[src/rtl/i2c_watch_pkg.sv]
package i2c_watch_pkg;
  localparam int IDX_W    = 4;
  localparam int LAST_BIT = 8;
  localparam int ERR_FROM = 2;

  typedef logic [IDX_W-1:0] bit_idx_t;

  typedef struct packed {
    logic scl;
    logic sda;
  } line_pair_t;
endpackage

[src/rtl/iw_line_filter.sv]
module iw_line_filter #(
  parameter int SYNC_STAGES = 2,
  parameter int CNT_W       = 4
) (
  input  logic             clk,
  input  logic             rst_n,
  input  logic [CNT_W-1:0] hold_cfg,
  input  logic             raw_in,
  output logic             clean_out
);
  localparam int CMP_W = CNT_W + 1;

  logic [SYNC_STAGES-1:0] sync_q;
  logic [CNT_W-1:0]       run_q;
  logic                   level_q;
  logic [CNT_W-1:0]       need_n;
  logic [CMP_W-1:0]       run_next;
  logic                   synced;

  assign synced   = sync_q[SYNC_STAGES-1];
  assign need_n   = (hold_cfg == '0) ? CNT_W'(1) : hold_cfg;
  assign run_next = {1'b0, run_q} + CMP_W'(1);

  always_ff @(posedge clk or negedge rst_n) begin
    if (!rst_n) begin
      sync_q <= '1;
    end else begin
      sync_q <= {sync_q[SYNC_STAGES-2:0], raw_in};
    end
  end

  always_ff @(posedge clk or negedge rst_n) begin
    if (!rst_n) begin
      level_q <= 1'b1;
      run_q   <= '0;
    end else if (synced == level_q) begin
      run_q <= '0;
    end else if (run_next >= {1'b0, need_n}) begin
      level_q <= synced;
      run_q   <= '0;
    end else begin
      run_q <= run_next[CNT_W-1:0];
    end
  end

  assign clean_out = level_q;
endmodule

[src/rtl/iw_edge_decode.sv]
module iw_edge_decode
  import i2c_watch_pkg::*;
(
  input  logic       clk,
  input  logic       rst_n,
  input  line_pair_t lines,
  input  bit_idx_t   frame_pos,
  output logic       start_seen,
  output logic       stop_seen,
  output logic       clk_rise,
  output logic       start_pulse,
  output logic       rstart_pulse,
  output logic       stop_pulse,
  output logic       busy,
  output logic       sda_err
);
  line_pair_t prev_q;
  logic       busy_q;
  logic       scl_high, sda_fall, sda_rise;

  assign scl_high = lines.scl & prev_q.scl;
  assign sda_fall = prev_q.sda & ~lines.sda;
  assign sda_rise = ~prev_q.sda & lines.sda;

  assign start_seen   = scl_high & sda_fall;
  assign stop_seen    = scl_high & sda_rise;
  assign clk_rise     = lines.scl & ~prev_q.scl;
  assign start_pulse  = start_seen & ~busy_q;
  assign rstart_pulse = start_seen & busy_q;
  assign stop_pulse   = stop_seen & busy_q;
  assign sda_err      = busy_q & (start_seen | stop_seen) &
                        (frame_pos >= bit_idx_t'(ERR_FROM));
  assign busy         = busy_q;

  always_ff @(posedge clk or negedge rst_n) begin
    if (!rst_n) begin
      prev_q <= '{scl: 1'b1, sda: 1'b1};
      busy_q <= 1'b0;
    end else begin
      prev_q <= lines;
      if (start_seen) begin
        busy_q <= 1'b1;
      end else if (stop_seen) begin
        busy_q <= 1'b0;
      end
    end
  end
endmodule

[src/rtl/iw_bit_counter.sv]
module iw_bit_counter
  import i2c_watch_pkg::*;
(
  input  logic     clk,
  input  logic     rst_n,
  input  logic     frame_clear,
  input  logic     step,
  output bit_idx_t pos
);
  bit_idx_t pos_q;

  always_ff @(posedge clk or negedge rst_n) begin
    if (!rst_n) begin
      pos_q <= '0;
    end else if (frame_clear) begin
      pos_q <= '0;
    end else if (step) begin
      pos_q <= (pos_q == bit_idx_t'(LAST_BIT)) ? '0 : pos_q + bit_idx_t'(1);
    end
  end

  assign pos = pos_q;
endmodule

[src/rtl/i2c_bus_watch.sv]
module i2c_bus_watch
  import i2c_watch_pkg::*;
#(
  parameter int FILT_W      = 4,
  parameter int SYNC_STAGES = 2
) (
  input  logic              clk,
  input  logic              rst_n,
  input  logic [FILT_W-1:0] cfg_hold,
  input  logic              scl_in,
  input  logic              sda_in,
  output logic              start_pulse,
  output logic              rstart_pulse,
  output logic              stop_pulse,
  output logic              bus_busy,
  output logic              bit_strobe,
  output logic              bit_value,
  output logic [IDX_W-1:0]  bit_index,
  output logic              sda_err
);
  localparam int N_LINES = 2;

  logic [N_LINES-1:0] raw_v;
  logic [N_LINES-1:0] clean_v;
  line_pair_t         clean;
  bit_idx_t           pos;
  logic               start_seen, stop_seen, clk_rise;

  assign raw_v = {scl_in, sda_in};

  for (genvar g = 0; g < N_LINES; g++) begin : g_line
    iw_line_filter #(
      .SYNC_STAGES(SYNC_STAGES),
      .CNT_W      (FILT_W)
    ) u_filt (
      .clk      (clk),
      .rst_n    (rst_n),
      .hold_cfg (cfg_hold),
      .raw_in   (raw_v[g]),
      .clean_out(clean_v[g])
    );
  end

  assign clean = line_pair_t'(clean_v);

  iw_edge_decode u_dec (
    .clk         (clk),
    .rst_n       (rst_n),
    .lines       (clean),
    .frame_pos   (pos),
    .start_seen  (start_seen),
    .stop_seen   (stop_seen),
    .clk_rise    (clk_rise),
    .start_pulse (start_pulse),
    .rstart_pulse(rstart_pulse),
    .stop_pulse  (stop_pulse),
    .busy        (bus_busy),
    .sda_err     (sda_err)
  );

  assign bit_strobe = clk_rise & bus_busy;
  assign bit_value  = clean.sda;

  iw_bit_counter u_cnt (
    .clk        (clk),
    .rst_n      (rst_n),
    .frame_clear(start_seen | stop_seen),
    .step       (bit_strobe),
    .pos        (pos)
  );

  assign bit_index = pos;
endmodule

[config.mk]
export PLATFORM = sky130hd
export DESIGN_NAME = i2c_bus_watch
export DESIGN_NICKNAME = d
export VERILOG_FILES = /design/src/rtl/i2c_watch_pkg.sv /design/src/rtl/iw_line_filter.sv /design/src/rtl/iw_edge_decode.sv /design/src/rtl/iw_bit_counter.sv /design/src/rtl/i2c_bus_watch.sv
export SDC_FILE = /design/constraint.sdc
export NUM_CORES = 1
export LEC_CHECK = 0
export ABC_AREA = 1
export BUFFER_PORTS_ARGS = -buffer_cell sky130_fd_sc_hd__buf_2
export CAP_MARGIN = 0
export CORE_UTILIZATION = 55
export DETAILED_ROUTE_END_ITERATION = 6
export HOLD_SLACK_MARGIN = 0.1
export PLACE_DENSITY = 0.77
export SYNTH_ARGS = -nofsm -noshare
export SYNTH_HDL_FRONTEND = slang
export SYNTH_HIERARCHICAL = 1
export SYNTH_SLANG_ARGS = --single-unit
[constraint.sdc]
create_clock -name clk -period 1.9 [get_ports clk]
set_clock_uncertainty 0.1 [all_clocks]
set_input_delay 0.095 -clock clk [delete_from_list [all_inputs] [get_ports clk]]
set_output_delay 0.095 -clock clk [all_outputs]
set_load 0.005 [all_outputs]
==> results of run 1 <==
-- per-layer routing --
metal,track usage,routed length [um],up-vias
met3,0.0648,89,0
met1,0.243,977,476
met5,0,0,-
met4,0.0286,0,0
li1,-,-,519
met2,0.385,1130,19
-- layout make-up --
class,count,area [um^2],area share
well taps,27,33.8,0.0227
clock inverters,1,7.51,0.00504
inverters,33,124,0.0831
flip-flops and latches,21,537,0.360
clock buffers,3,22.5,0.0151
multi-input cells,101,631,0.423
repair buffers,23,135,0.0907
-- flip-flops by register name (all words and copies together) (netlist names) --
signal,cells
g_line.u_filt/clean_out,2
u_dec/prev_q,2
g_line.u_filt/sync_q,4
u_dec/busy,1
u_cnt/pos,4
g_line.u_filt/run_q,8
-- cells in the mapped netlist --
| master | instances |
|---|---|
| xor2_1 | 4 |
| ha_1 | 12 |
| nand3_1 | 7 |
| nor3_1 | 1 |
| nand2_2 | 4 |
| o21ai_1 | 2 |
| nand3_2 | 2 |
| a21oi_1 | 3 |
| dfrtp_1 | 13 |
| inv_2 | 2 |
| nand4_1 | 1 |
| a21oi_2 | 1 |
| a31o_2 | 2 |
| nand2_1 | 40 |
| inv_1 | 31 |
| nor2_2 | 3 |
| xnor2_2 | 2 |
| nor2_1 | 17 |
| dfstp_2 | 8 |
-- worst max-delay path, stage by stage (launching register included) --
cell and delay [ns]:
dfrtp_1 0.41, ha_1 0.23, xor2_2 0.17, ha_1 0.31, a21oi_1 0.13, nand2_1 0.08
nand2_1 0.09, nand2_2 0.09, nor2_1 0.11
-- metrics by stage --
step	area [um^2]	power [uW]	TNS [ns]	hold WS [ns]
3_3_place_gp	1380	1400	0	-0.0473
5_1_grt	1490	1880	-0.00491	0.168
3_5_place_dp	1380	1430	0	-0.0435
6_report	1490	1690	0	0.157
4_1_cts	1440	1650	0	0.138
2_1_floorplan	1250	1210	0	-0.301
-- report_power, final --
part,switching [uW],internal [uW],total (uW),leakage [uW]
sequential,146,602,748,0.000256
clock,128,80.2,208,0.0000139
combinational,424,314,738,0.000587
total,699,996,1690,0.000856
-- worst paths after layout --
check	cells past startpoint	slack, ns	start	endpoint
hold / removal	2	0.16	rst_n	g_line[0].u_filt/run_q[0]
hold reg to reg	0	0.27	g_line[1].u_filt/sync_q[0]	g_line[1].u_filt/sync_q[1]
max in group asynchronous	2	1.21	rst_n	g_line[0].u_filt/sync_q[0]
setup / recovery	8	0.12	g_line[1].u_filt/run_q[1]	g_line[1].u_filt/run_q[2]
min in group clk	6	0.18	cfg_hold[3]	g_line[1].u_filt/clean_out
setup reg to reg	8	0.12	g_line[1].u_filt/run_q[1]	g_line[1].u_filt/run_q[2]
-- repair_timing --
item	4_1_cts	5_1_grt
gates resized for setup	0	9
setup endpoints to repair	0	6
hold buffers	3	0
buffers inserted	0	1
hold endpoints to repair	23	0
-- kinds of logic after synthesis --
group	after synthesis
buffers and inverters	33
xor gates and xnor gates	6
adders and majority gates	12
and+or+nand+nor	75
DFF	21
AOI/OAI and AO/OA	8
==> results.sh, run 1 <==
export IMPL_status="completed"
export IMPL_num_vias=1014
export IMPL_synth_xor_area_frac=0.0539
export IMPL_gp_congestion=0.896
export IMPL_syn_area_um2=1250
export IMPL_maxSlewHeadroom=0.715
export IMPL_cp_end_kind="register"
export IMPL_antenna_found_initial=0
export IMPL_postRouteAntennaNets=0
export IMPL_final_common_cell="nand2_1"
export IMPL_syn_nets=175
export IMPL_yosysTopAreaCellShare=0.260
export IMPL_hold_violations=0
export IMPL_setup_viol=0
export IMPL_drc=0
export IMPL_grt_pass1_wl_um=3930
export IMPL_post_route_period_util=0.937
export IMPL_fmax_mhz=561
export IMPL_syn_avg_cell_area_um2=8.08
export IMPL_path_class="register to register"
export IMPL_grt_overflow=0
export IMPL_grt_pass1_vias=978
export IMPL_finish_utilization=0.730
export IMPL_n_fill_cell=165
export IMPL_slew_violations=0
export IMPL_cts_sinks=21
export IMPL_synth_top_cell_by_area="dfrtp_1"
export IMPL_syn_to_final_growth_pct=19.0
export IMPL_hold_class="primary input to async pin"
export IMPL_cts_buffers=3
export IMPL_syn_inst=155
export IMPL_synthAdderAreaFrac=0.120
export IMPL_coreArea_um2=2040
export IMPL_synthMuxAreaShare=0
export IMPL_period_needed_ns=1.78
export IMPL_critPathArrivalTime_ns=1.92
export IMPL_nets=203
export IMPL_cts_buffer_depth=2
export IMPL_cts_tree="yes"
export IMPL_leakage_uw=0.000856
export IMPL_dp_cells=201
export IMPL_die_h_um=49.7
export IMPL_path_clk_slew_ns=0.11
export IMPL_yosys_warnings=6
export IMPL_tightest_slew_ns=0.427
export IMPL_rows=16
export IMPL_start_kind="register"
export IMPL_yosys_area_share_simple=0.259
export IMPL_drt_iter0_drc=15
export IMPL_ys_ff_latch=21
export IMPL_synthTopCellsByArea="dfrtp_1, dfstp_2, ha_1"
export IMPL_dieArea_um2=2470
export IMPL_die_width_um=49.7
export IMPL_grt_max_degree=22
export IMPL_synth_top_family_by_area="simple AND/OR/NAND/NOR gates"
export IMPL_track_usage=0.210
export IMPL_final_cell_mix="nand2_1, inv_1, buf_2"
export IMPL_place_ws_ns=0.0790
export IMPL_worstPathMaxFanout=5
export IMPL_initial_core_util=0.613
export IMPL_ys_seq_area_frac=0.428
export IMPL_power_density_nw_per_um2=1140
export IMPL_antenna_cells=0
export IMPL_synth_compound_area_frac=0.0410
export IMPL_htree_levels=1
export IMPL_synth_cell_types=19
export IMPL_cap_violations=0
export IMPL_finalNonFillerCells=209
export IMPL_ioPinCount=19
export IMPL_dpl_hpwl_um=1680
export IMPL_drtPass1Iterations=4
export IMPL_drive_gt1_frac=0.308
export IMPL_setup_ws_ns=0.119
export IMPL_wirelength_um=2200
export IMPL_clk_latency_ns=0.30
export IMPL_root_buffer="clkbuf_4"
export IMPL_ir_worst_vdd_v=0.000974
export IMPL_port_buffers=18
export IMPL_routed_via_density=4.85
export IMPL_route_detailed_wl_per_inst_um=10.5
export IMPL_cp_required_ns=2.04
Note: power is estimated with default switching activity, not from simulation.
==> inputs of run 2 (changes only) <==
- GPL_TIMING_DRIVEN: default -> 0
==> run 2 against run 1 <==
Compared with the run above: critical path depth rose by 3; wire length increased by 5.6%; die area unchanged; largest cell class unchanged; critical path type unchanged; sequential power decreased by 0.7%.
==> results.sh, run 2 (synthesized netlist as in run 1, its figures left out) <==
export IMPL_root_buffer="clkbuf_4"
export IMPL_worstPathMaxFanout=5
export IMPL_die_width_um=49.7
export IMPL_grt_max_degree=22
export IMPL_cp_required_ns=2.05
export IMPL_cts_sinks=21
export IMPL_grt_pass1_wl_um=4040
export IMPL_gp_congestion=0.904
export IMPL_wirelength_um=2330
export IMPL_maxSlewHeadroom=0.701
export IMPL_final_common_cell="nand2_1"
export IMPL_cts_buffers=3
export IMPL_grt_pass1_vias=1030
export IMPL_path_class="register to register"
export IMPL_final_cell_mix="nand2_1, inv_1, buf_2"
export IMPL_setup_viol=0
export IMPL_power_density_nw_per_um2=1160
export IMPL_timing_rr_end="g_line[1].u_filt/clean_out"
export IMPL_place_area_um2=1380
export IMPL_period_needed_ns=1.81
export IMPL_critPathSlowestCell="dfrtp_1"
export IMPL_ir_worst_vdd_v=0.000639
export IMPL_cp_num_buf_inv=1
export IMPL_syn_to_final_growth_pct=19.9
export IMPL_dpl_hpwl_um=1720
export IMPL_htree_levels=1
export IMPL_reg2reg_slack_ns=0.09
export IMPL_leakage_uw=0.000870
export IMPL_antenna_cells=0
export IMPL_fin_area_um2=1500
export IMPL_drt_iter0_drc=17
export IMPL_place_ws_ns=0.0307
export IMPL_cpPeakStageDelay_ns=0.43
export IMPL_cap_violations=0
export IMPL_nets=205
export IMPL_drc=0
export IMPL_ioPinCount=19
export IMPL_hold_class="primary input to async pin"
export IMPL_tightest_slew_ns=0.449
export IMPL_postRouteAntennaNets=0
export IMPL_rr_startpoint="g_line[1].u_filt/run_q[0]"
export IMPL_antenna_found_initial=0
export IMPL_dp_cells=200
export IMPL_cts_buffer_depth=2
export IMPL_initial_core_util=0.613
export IMPL_fin_total_pwr_uw=1740
export IMPL_coreArea_um2=2040
export IMPL_reg2reg_depth=11
export IMPL_routed_via_density=4.74
export IMPL_track_usage=0.215
export IMPL_hold_violations=0
export IMPL_setup_ws_ns=0.0916
export IMPL_finalNonFillerCells=211
export IMPL_status="completed"
export IMPL_fmax_mhz=553
export IMPL_grt_overflow=0
export IMPL_die_h_um=49.7
export IMPL_port_buffers=18
export IMPL_crit_top_cell="nand2_1"
export IMPL_start_kind="register"
export IMPL_clk_latency_ns=0.30
export IMPL_drtPass1Iterations=4
export IMPL_cts_tree="yes"
export IMPL_post_route_period_util=0.952
export IMPL_dieArea_um2=2470
export IMPL_slew_violations=0
export IMPL_crit_family="adder cells"
export IMPL_largest_reg_flops=8
export IMPL_cp_end_kind="register"
export IMPL_rows=16
export IMPL_critPathArrivalTime_ns=1.95
export IMPL_path_clk_slew_ns=0.12
export IMPL_route_detailed_wl_per_inst_um=11.0
export IMPL_drive_gt1_frac=0.321
export IMPL_timing_critical_path_cells="ha_2, xor2_2, ha_1, nand2_1, inv_1, nand2_1, nand2_1, nand2_1, nand2_2, nand2_1, nand2_1"
export IMPL_num_vias=1000
export IMPL_top_register="g_line.u_filt/run_q"
-- run 2: metal layers --
layer | vias to the layer above | track usage | wire length (um)
met3 | 0 | 0.0370 | 46
met4 | 0 | 0.0571 | 0
met5 | - | 0 | 0
met2 | 10 | 0.394 | 1210
met1 | 465 | 0.256 | 1070
li1 | 525 | - | -
-- run 2: worst reg2reg max path: cells and delay by family, from the launching register on --
| kind | cells | cell delay [ns] |
|---|---|---|
| flip-flops | 1 | 0.43 |
| buffers and inverters | 1 | 0.05 |
| XOR/XNOR | 1 | 0.15 |
| AND/OR/NAND/NOR | 7 | 0.51 |
| adder cells (fa/ha/maj) | 2 | 0.53 |
-- run 2: area by class of cell --
type	count	area, um^2
inverters	33	124
repair buffers	25	150
fillers	170	541
well taps	27	33.8
flip-flops and latches	21	536
clock buffers	3	22.5
clock inverters	1	5.00
multi-input cells	101	631
-- run 2: power by group --
group	switching (uW)	internal (uW)
Combinational	451	339
Clock	133	78.4
Sequential	142	601
-- run 2: worst max path at each step --
stage / startpoint / endpoint / cells past startpoint
after floorplan: g_line[0].u_filt/run_q[0] / g_line[0].u_filt/clean_out / 11
after global placement: g_line[0].u_filt/run_q[0] / g_line[0].u_filt/clean_out / 11
after detailed placement: g_line[1].u_filt/run_q[0] / g_line[1].u_filt/run_q[3] / 10
after CTS: g_line[1].u_filt/run_q[0] / g_line[1].u_filt/clean_out / 11
after global routing: g_line[0].u_filt/run_q[0] / g_line[0].u_filt/clean_out / 11
final: g_line[1].u_filt/run_q[0] / g_line[1].u_filt/clean_out / 11
-- run 2: timing repair --
action                     4_1_cts  5_1_grt
hold endpoints to repair        23        0
hold buffers                     3        0
resized for setup                0       10
setup buffers                    0        4
setup endpoints to repair        0       10
-- run 2: metrics by stage --
step / hold slack, ns / TNS, ns / utilization
finish: 0.154 / 0 / 0.735
detailed placement: -0.0298 / 0 / 0.674
floorplan: -0.301 / 0 / -
global placement: -0.0391 / 0 / 0.674
global route: 0.192 / -0.0624 / 0.735
CTS: 0.143 / 0 / 0.702
